[src/rtl/pd_pkg.sv]
package pd_pkg;

    // Smallest divisor value a stage accepts.
    localparam int unsigned MIN_DIV = 2;

    // Phase of the second stage within one output period.
    typedef enum logic {
        PH_HIGH = 1'b1,
        PH_LOW  = 1'b0
    } phase_t;

endpackage

[src/rtl/pd_divreg.sv]
// Holds the divisor a stage loads at its next reload.
// Writes below the minimum are refused.
module pd_divreg #(
    parameter int unsigned W   = 16,
    parameter int unsigned DEF = 2
) (
    input  logic         clk,
    input  logic         rst_n,
    input  logic         wr_i,
    input  logic [W-1:0] val_i,
    output logic [W-1:0] held_o
);
    import pd_pkg::*;

    localparam logic [W-1:0] DEF_V = W'(DEF);
    localparam logic [W-1:0] MIN_V = W'(MIN_DIV);

    logic [W-1:0] held_q;
    logic         accept;

    assign accept = wr_i && (val_i >= MIN_V);

    always_ff @(posedge clk or negedge rst_n) begin
        if (!rst_n) begin
            held_q <= DEF_V;
        end else if (accept) begin
            held_q <= val_i;
        end
    end

    assign held_o = held_q;

    // a refused write leaves the held value unchanged
    p_reject_small_r5: assert property (@(posedge clk) disable iff (!rst_n)
        (wr_i && (val_i < MIN_V)) |=> $stable(held_q));

    // the held divisor never drops below the minimum
    p_held_valid_r5: assert property (@(posedge clk) disable iff (!rst_n)
        held_q >= MIN_V);

endmodule

[src/rtl/pd_stage1.sv]
// Prescaler: counts reference ticks down and emits one step per terminal count.
module pd_stage1 #(
    parameter int unsigned W   = 16,
    parameter int unsigned DEF = 2
) (
    input  logic         clk,
    input  logic         rst_n,
    input  logic         tick_i,
    input  logic         realign_i,
    input  logic [W-1:0] div_i,
    output logic         step_o
);
    localparam logic [W-1:0] DEF_V = W'(DEF);
    localparam logic [W-1:0] ONE_V = W'(1);

    logic [W-1:0] cnt_q;
    logic [W-1:0] cnt_d;
    logic         at_end;

    assign at_end = (cnt_q == ONE_V);

    always_comb begin
        cnt_d = cnt_q;
        if (realign_i) begin
            cnt_d = div_i;
        end else if (tick_i) begin
            cnt_d = at_end ? div_i : (cnt_q - ONE_V);
        end
    end

    always_ff @(posedge clk or negedge rst_n) begin
        if (!rst_n) begin
            cnt_q <= DEF_V;
        end else begin
            cnt_q <= cnt_d;
        end
    end

    assign step_o = tick_i && at_end && !realign_i;

    // the prescaler count never reaches zero
    p_cnt_nonzero_r2: assert property (@(posedge clk) disable iff (!rst_n)
        cnt_q != '0);

    // a cycle with no tick and no realignment holds the count
    p_idle_hold_r4: assert property (@(posedge clk) disable iff (!rst_n)
        (!tick_i && !realign_i) |=> $stable(cnt_q));

    // a realignment loads the held divisor
    p_realign_load_r7: assert property (@(posedge clk) disable iff (!rst_n)
        realign_i |=> (cnt_q == $past(div_i)));

endmodule

[src/rtl/pd_stage2.sv]
// Second stage: counts prescaler steps, runs the high/low phase machine and
// raises the interrupt request at each period start.
module pd_stage2 #(
    parameter int unsigned W   = 16,
    parameter int unsigned DEF = 2
) (
    input  logic         clk,
    input  logic         rst_n,
    input  logic         step_i,
    input  logic         realign_i,
    input  logic [W-1:0] div_i,
    output logic         per_o,
    output logic         irq_o
);
    import pd_pkg::*;

    localparam logic [W-1:0] DEF_V = W'(DEF);
    localparam logic [W-1:0] ONE_V = W'(1);

    logic [W-1:0] cnt_q, cnt_d;
    logic [W-1:0] act_q, act_d;
    logic [W-1:0] low_lim;
    logic         irq_q, irq_d;
    logic         reload;
    phase_t       st_q, st_d;

    // Count values at or below this limit belong to the low phase.
    assign low_lim = act_q - (act_q >> 1);
    assign reload  = realign_i || (step_i && (cnt_q == ONE_V));

    // Counter and active divisor.
    always_comb begin
        cnt_d = cnt_q;
        act_d = act_q;
        irq_d = 1'b0;
        if (reload) begin
            cnt_d = div_i;
            act_d = div_i;
            irq_d = 1'b1;
        end else if (step_i) begin
            cnt_d = cnt_q - ONE_V;
        end
    end

    // Phase machine transitions.
    always_comb begin
        st_d = st_q;
        if (reload) begin
            st_d = PH_HIGH;
        end else begin
            unique case (st_q)
                PH_HIGH: if (step_i && (cnt_d <= low_lim)) st_d = PH_LOW;
                PH_LOW:  st_d = PH_LOW;
                default: st_d = PH_HIGH;
            endcase
        end
    end

    // State register.
    always_ff @(posedge clk or negedge rst_n) begin
        if (!rst_n) begin
            st_q  <= PH_HIGH;
            cnt_q <= DEF_V;
            act_q <= DEF_V;
            irq_q <= 1'b0;
        end else begin
            st_q  <= st_d;
            cnt_q <= cnt_d;
            act_q <= act_d;
            irq_q <= irq_d;
        end
    end

    // Outputs.
    always_comb begin
        unique case (st_q)
            PH_HIGH: per_o = 1'b1;
            PH_LOW:  per_o = 1'b0;
            default: per_o = 1'b0;
        endcase
        irq_o = irq_q;
    end

    // a realignment starts a fresh high phase with an interrupt request
    p_realign_start_r7: assert property (@(posedge clk) disable iff (!rst_n)
        realign_i |=> (per_o && irq_o));

    // every period starts in the high phase
    p_irq_in_high_r3: assert property (@(posedge clk) disable iff (!rst_n)
        irq_o |-> per_o);

    // the phase never returns to high except through a reload
    p_low_until_reload_r3: assert property (@(posedge clk) disable iff (!rst_n)
        (!per_o && !reload) |=> !per_o);

    // with no step and no realignment, the phase holds
    p_phase_hold_r4: assert property (@(posedge clk) disable iff (!rst_n)
        (!step_i && !realign_i) |=> $stable(st_q));

endmodule

[src/rtl/cascade_period_div.sv]
module cascade_period_div #(
    parameter int unsigned CNT_W = 16,
    parameter int unsigned DEF_N1 = 5,
    parameter int unsigned DEF_N2 = 4
) (
    input  logic             clk,
    input  logic             rst_n,
    input  logic             ref_tick_i,
    input  logic             pps_i,
    input  logic             sync_mode_i,
    input  logic             n1_wr_i,
    input  logic [CNT_W-1:0] n1_val_i,
    input  logic             n2_wr_i,
    input  logic [CNT_W-1:0] n2_val_i,
    output logic             per_out_o,
    output logic             per_irq_o
);
    logic [CNT_W-1:0] n1_held;
    logic [CNT_W-1:0] n2_held;
    logic             realign;
    logic             step;

    assign realign = sync_mode_i && pps_i;

    pd_divreg #(.W(CNT_W), .DEF(DEF_N1)) u_n1_reg (
        .clk    (clk),
        .rst_n  (rst_n),
        .wr_i   (n1_wr_i),
        .val_i  (n1_val_i),
        .held_o (n1_held)
    );

    pd_divreg #(.W(CNT_W), .DEF(DEF_N2)) u_n2_reg (
        .clk    (clk),
        .rst_n  (rst_n),
        .wr_i   (n2_wr_i),
        .val_i  (n2_val_i),
        .held_o (n2_held)
    );

    pd_stage1 #(.W(CNT_W), .DEF(DEF_N1)) u_stage1 (
        .clk       (clk),
        .rst_n     (rst_n),
        .tick_i    (ref_tick_i),
        .realign_i (realign),
        .div_i     (n1_held),
        .step_o    (step)
    );

    pd_stage2 #(.W(CNT_W), .DEF(DEF_N2)) u_stage2 (
        .clk       (clk),
        .rst_n     (rst_n),
        .step_i    (step),
        .realign_i (realign),
        .div_i     (n2_held),
        .per_o     (per_out_o),
        .irq_o     (per_irq_o)
    );

    // in free mode an epoch alone, with no tick, changes nothing
    p_free_ignores_pps_r8: assert property (@(posedge clk) disable iff (!rst_n)
        (!sync_mode_i && pps_i && !ref_tick_i) |=> ($stable(per_out_o) && !per_irq_o));

    // the interrupt request is a single-cycle pulse unless epochs repeat
    p_irq_single_r2: assert property (@(posedge clk) disable iff (!rst_n)
        (per_irq_o && !realign) |=> !per_irq_o);

endmodule

[config.mk]
export PLATFORM = sky130hd
export DESIGN_NAME = cascade_period_div
export DESIGN_NICKNAME = d
export VERILOG_FILES = /design/src/rtl/pd_pkg.sv /design/src/rtl/pd_divreg.sv /design/src/rtl/pd_stage1.sv /design/src/rtl/pd_stage2.sv /design/src/rtl/cascade_period_div.sv
export SDC_FILE = /design/constraint.sdc
export NUM_CORES = 1
export LEC_CHECK = 0
export ABC_AREA = 1
export CAP_MARGIN = 5
export CORE_UTILIZATION = 35
export DETAILED_ROUTE_END_ITERATION = 8
export DONT_BUFFER_PORTS = 1
export PLACE_DENSITY = 0.6
export SLEW_MARGIN = 20
export SYNTH_ARGS = -nofsm -noshare
export SYNTH_HDL_FRONTEND = slang
export SYNTH_HIERARCHICAL = 1
export SYNTH_SLANG_ARGS = --single-unit
[constraint.sdc]
create_clock -name clk -period 3.1 [get_ports clk]
set_input_delay 0.155 -clock clk [delete_from_list [all_inputs] [get_ports clk]]
set_output_delay 0.155 -clock clk [all_outputs]
set_load 0.005 [all_outputs]
==> key figures <==
Critical path
  – Flop-to-flop setup slack: 0.06 ns
  – CP Capture Type: register
  – Worst Setup Start Kind: register
  – Crit path DAT: approximately 3.3 ns
  – RR Startpoint: u_stage1/cnt_q[0]
  – WS Path Type: register to register
  – CP required: 3.36 ns
  – FF-to-FF path depth: 22
  – Crit path max fanout: 15
  – R2R Path End: u_stage2/st_q

Logic synthesis
  – Post-Syn Instances: roughly 750
  – Post-synth EDFFs: 0
  – Synth Cell Area: between 5000 and 6000 sq um
  – Synth cell types: 36
  – Synth area leader: dfrtp_1
  – Ys async rst share: 100%
  – Synth Flop Type: dfrtp_1
  – Most instantiated library cell after synthesis: nand2_1
  – Share of the synthesized area in the top cell type: around 34%
  – Synth top area cells: dfrtp_1 (34%), nand2_1 (18%), ha_1 (8.0%), nand3_1 (6.1%), inv_1 (4.9%)
  – Total nets after synthesis: about 830
  – Number of synthesized register bits: 82
  – Synthesis Warnings: 6
  – Post-synth top cells: nand2_1 (262), dfrtp_1 (74), inv_1 (72), nor2_1 (69), nand3_1 (67)
  – Seq/Total Area, Yosys: a little under two fifths
  – Synthesized area per cell: 7.30 sq um

Global route
  – Initial antenna violation count: 0
  – Largest net degree at the start of global routing: slightly above 80
  – Gr ovfl total: 0
  – GRT Overall Usage: roughly 17%
  – Vias in the first global route: 4585
  – First-pass GRT wire length: 21600 microns

Outcome
  – Status: complete, no violations

Run
  – Max-cap violations: 0

Hold path
  – Hold Crit Class: input pin to register
  – Hold path startpoint: n1_val_i[10]
  – Hold endpoint: u_n1_reg/held_o[10]
  – Hold Path Depth: 2

CTS
  – CTS tree: done
  – TritonCTS Buffers: 9
  – Max Buffers Root-to-Sink: 2
  – Clock tree sinks: a little over 80
  – Clock slew at the register clock pins of the worst setup and hold paths: approximately 0.070 ns
  – Clock Latency Late Sink: about 0.34 ns
  – Clock root buffer: clkbuf_16
  – H-tree depth: 3

STA
  – RSZ-0062 raised after global routing: yes
  – Max Clk Rate: roughly 0.33 GHz
  – Hold Violations, Final: 0
  – Min cycle time layout: approximately 3 ns
  – Slew Limit Headroom: about two thirds
  – Worst-Margin Slew: 0.528 ns
  – Final hold slack: 0.0289 ns
  – Final WS setup: a little over 0.06 ns
  – Clk_skew: between 0.01 and 0.015 ns
  – Final setup fails: 0
  – Final Cycle Share: roughly 100%
  – Final Max Slew Viols: 0

Layout
  – Fillers: about 1500
  – Fraction of layout cells with a size suffix above 1: 12.0%
  – Area growth syn-to-layout: 19.0%
  – Post-layout util: between 40% and 50%
  – Ant. Diodes: 0
  – Fin nets: 880
  – Cell area after layout: 6520 sq um
  – Register area: approximately 2100 sq um
  – Multi-input logic area: roughly 3000 sq um

Placed design
  – Placer Congestion: 0.868
  – PortBufs: 0
  – DP Worst Slack: -0.148 ns
  – DP Area: about 5800 sq um
  – Final HPWL DP: a little over 9000 microns

Routing
  – Drt pass-1 iters: 4
  – Drc violations: 0
  – Via count: around 4800
  – Routed WL: 12900 microns
  – Vias/cell: around 4.7
  – Avg WL per Cell: 12.6 microns
  – Post-route ant nets: 0
  – DR iter-0 viols: 245

Floorplanning
  – Starting density of the core: 35.9%
  – DIE WIDTH: approximately 130 microns
  – Height of the die: ~130 microns
  – Num rows: 45
  – Die Area: 16200 sq um
  – Num ports: 41
  – Placeable Area: between 15000 and 20000 sq um

Power and ir drop
  – Peak VDD IR: 0.303 mV
  – Leakage Power: about 3.3 nW
  – Power Density: slightly below 600 nW/um^2
[area by class of cell]
cell class              instances  area share, %
clock buffers                  10           3.66
clock inverters                 5          0.825
inverters                      78           4.60
multi-input cells             575           46.8
flip-flops and latches         82           31.6
well taps                     211           4.05
repair buffers                 59           8.48
[routing by layer]
layer	vias to the layer above	track usage, %	part of all wire, %
li1	2500	-	-
met1	2212	24.0	51
met2	77	26.4	45
met3	7	2.93	3.1
met4	0	5.18	0.60
met5	-	0	0
[logic make-up after synthesis]
| kind of cell | share of synthesized area [%] |
|---|---|
| AO/OA/AOI/OAI | 6.37 |
| XOR/XNOR | 4.15 |
| adder cells (fa/ha/maj) | 8.35 |
| buffers and inverters | 7.60 |
| flip-flops | 37.6 |
| AND/OR/NAND/NOR | 35.9 |
[layout by cell type (no fill, tap or decap), drive strengths merged, types with 2 or more instances in the layout]
cell / n
inv: 77
nor3: 10
nand3: 69
a21oi: 25
clkbuf: 10
xnor2: 12
ha: 35
buf: 23
o21ai: 31
nand4: 5
clkinv: 5
o21bai: 2
xor2: 14
nand2: 280
nand3b: 4
a31oi: 3
dlygate4sd3: 36
dfrtp: 74
dfstp: 8
nor2: 82
[flip-flops by register name, summed over array words and instances (netlist names)]
register and count:
u_n1_reg/held_o 16, u_n2_reg/held_o 16, u_stage1/cnt_q 16, u_stage2/act_q 16, u_stage2/cnt_q 16, u_stage2/irq_o 1, u_stage2/st_q 1
[critical path, cell delays in order, from the launching register on]
cell     delay, ns
dfstp_2       0.53
ha_1          0.13
inv_1         0.03
nor2_1        0.07
nand2_1       0.06
nor2_2        0.15
nand2_4       0.07
nor2_4        0.12
inv_2         0.07
nor3_2        0.17
a41oi_4       0.16
buf_4         0.22
nand2_1       0.10
nand2_1       0.08
ha_1          0.32
a21oi_1       0.15
o21ai_0       0.10
a21oi_1       0.16
nand2_1       0.07
nand2_1       0.05
nand2_1       0.04
nand2_1       0.05
nand2_1       0.04
[worst max path at each step]
stage                      startpoint             to  cells after the start
finish              u_stage1/cnt_q[0]  u_stage2/st_q                     22
global route        u_stage1/cnt_q[0]  u_stage2/st_q                     22
CTS                 u_stage1/cnt_q[0]  u_stage2/st_q                     25
detailed placement  u_stage1/cnt_q[0]  u_stage2/st_q                     22
global placement    u_stage1/cnt_q[0]  u_stage2/st_q                     25
floorplan           u_stage1/cnt_q[0]  u_stage2/st_q                     26
[per-stage QoR]
step	instances	TNS [ns]	power, mW
final	1020	0	3.84
after global routing	1020	-0.242	4.14
after CTS	1018	0	3.84
after detailed placement	966	-0.148	2.68
after global placement	966	-0.173	2.67
after floorplan	751	0	2.39
[timing repair]
action / 4_1_cts / 5_1_grt
pin swaps: 0 / 2
resized for setup: 5 / 8
endpoints found under the setup margin: 1 / 1
hold buffers: 37 / 0
buffers inserted: 0 / 2
endpoints found under the hold margin: 112 / 0
cloned: 0 / 0
[report_power, final]
group	total, mW	switching (mW)	internal (mW)	leakage, nW
logic	1.40	0.835	0.566	2.16
clock network	1.07	0.432	0.640	0.148
registers	1.36	0.132	1.23	0.996
total	3.84	1.40	2.44	3.30
(Power assumes the default switching activity.)
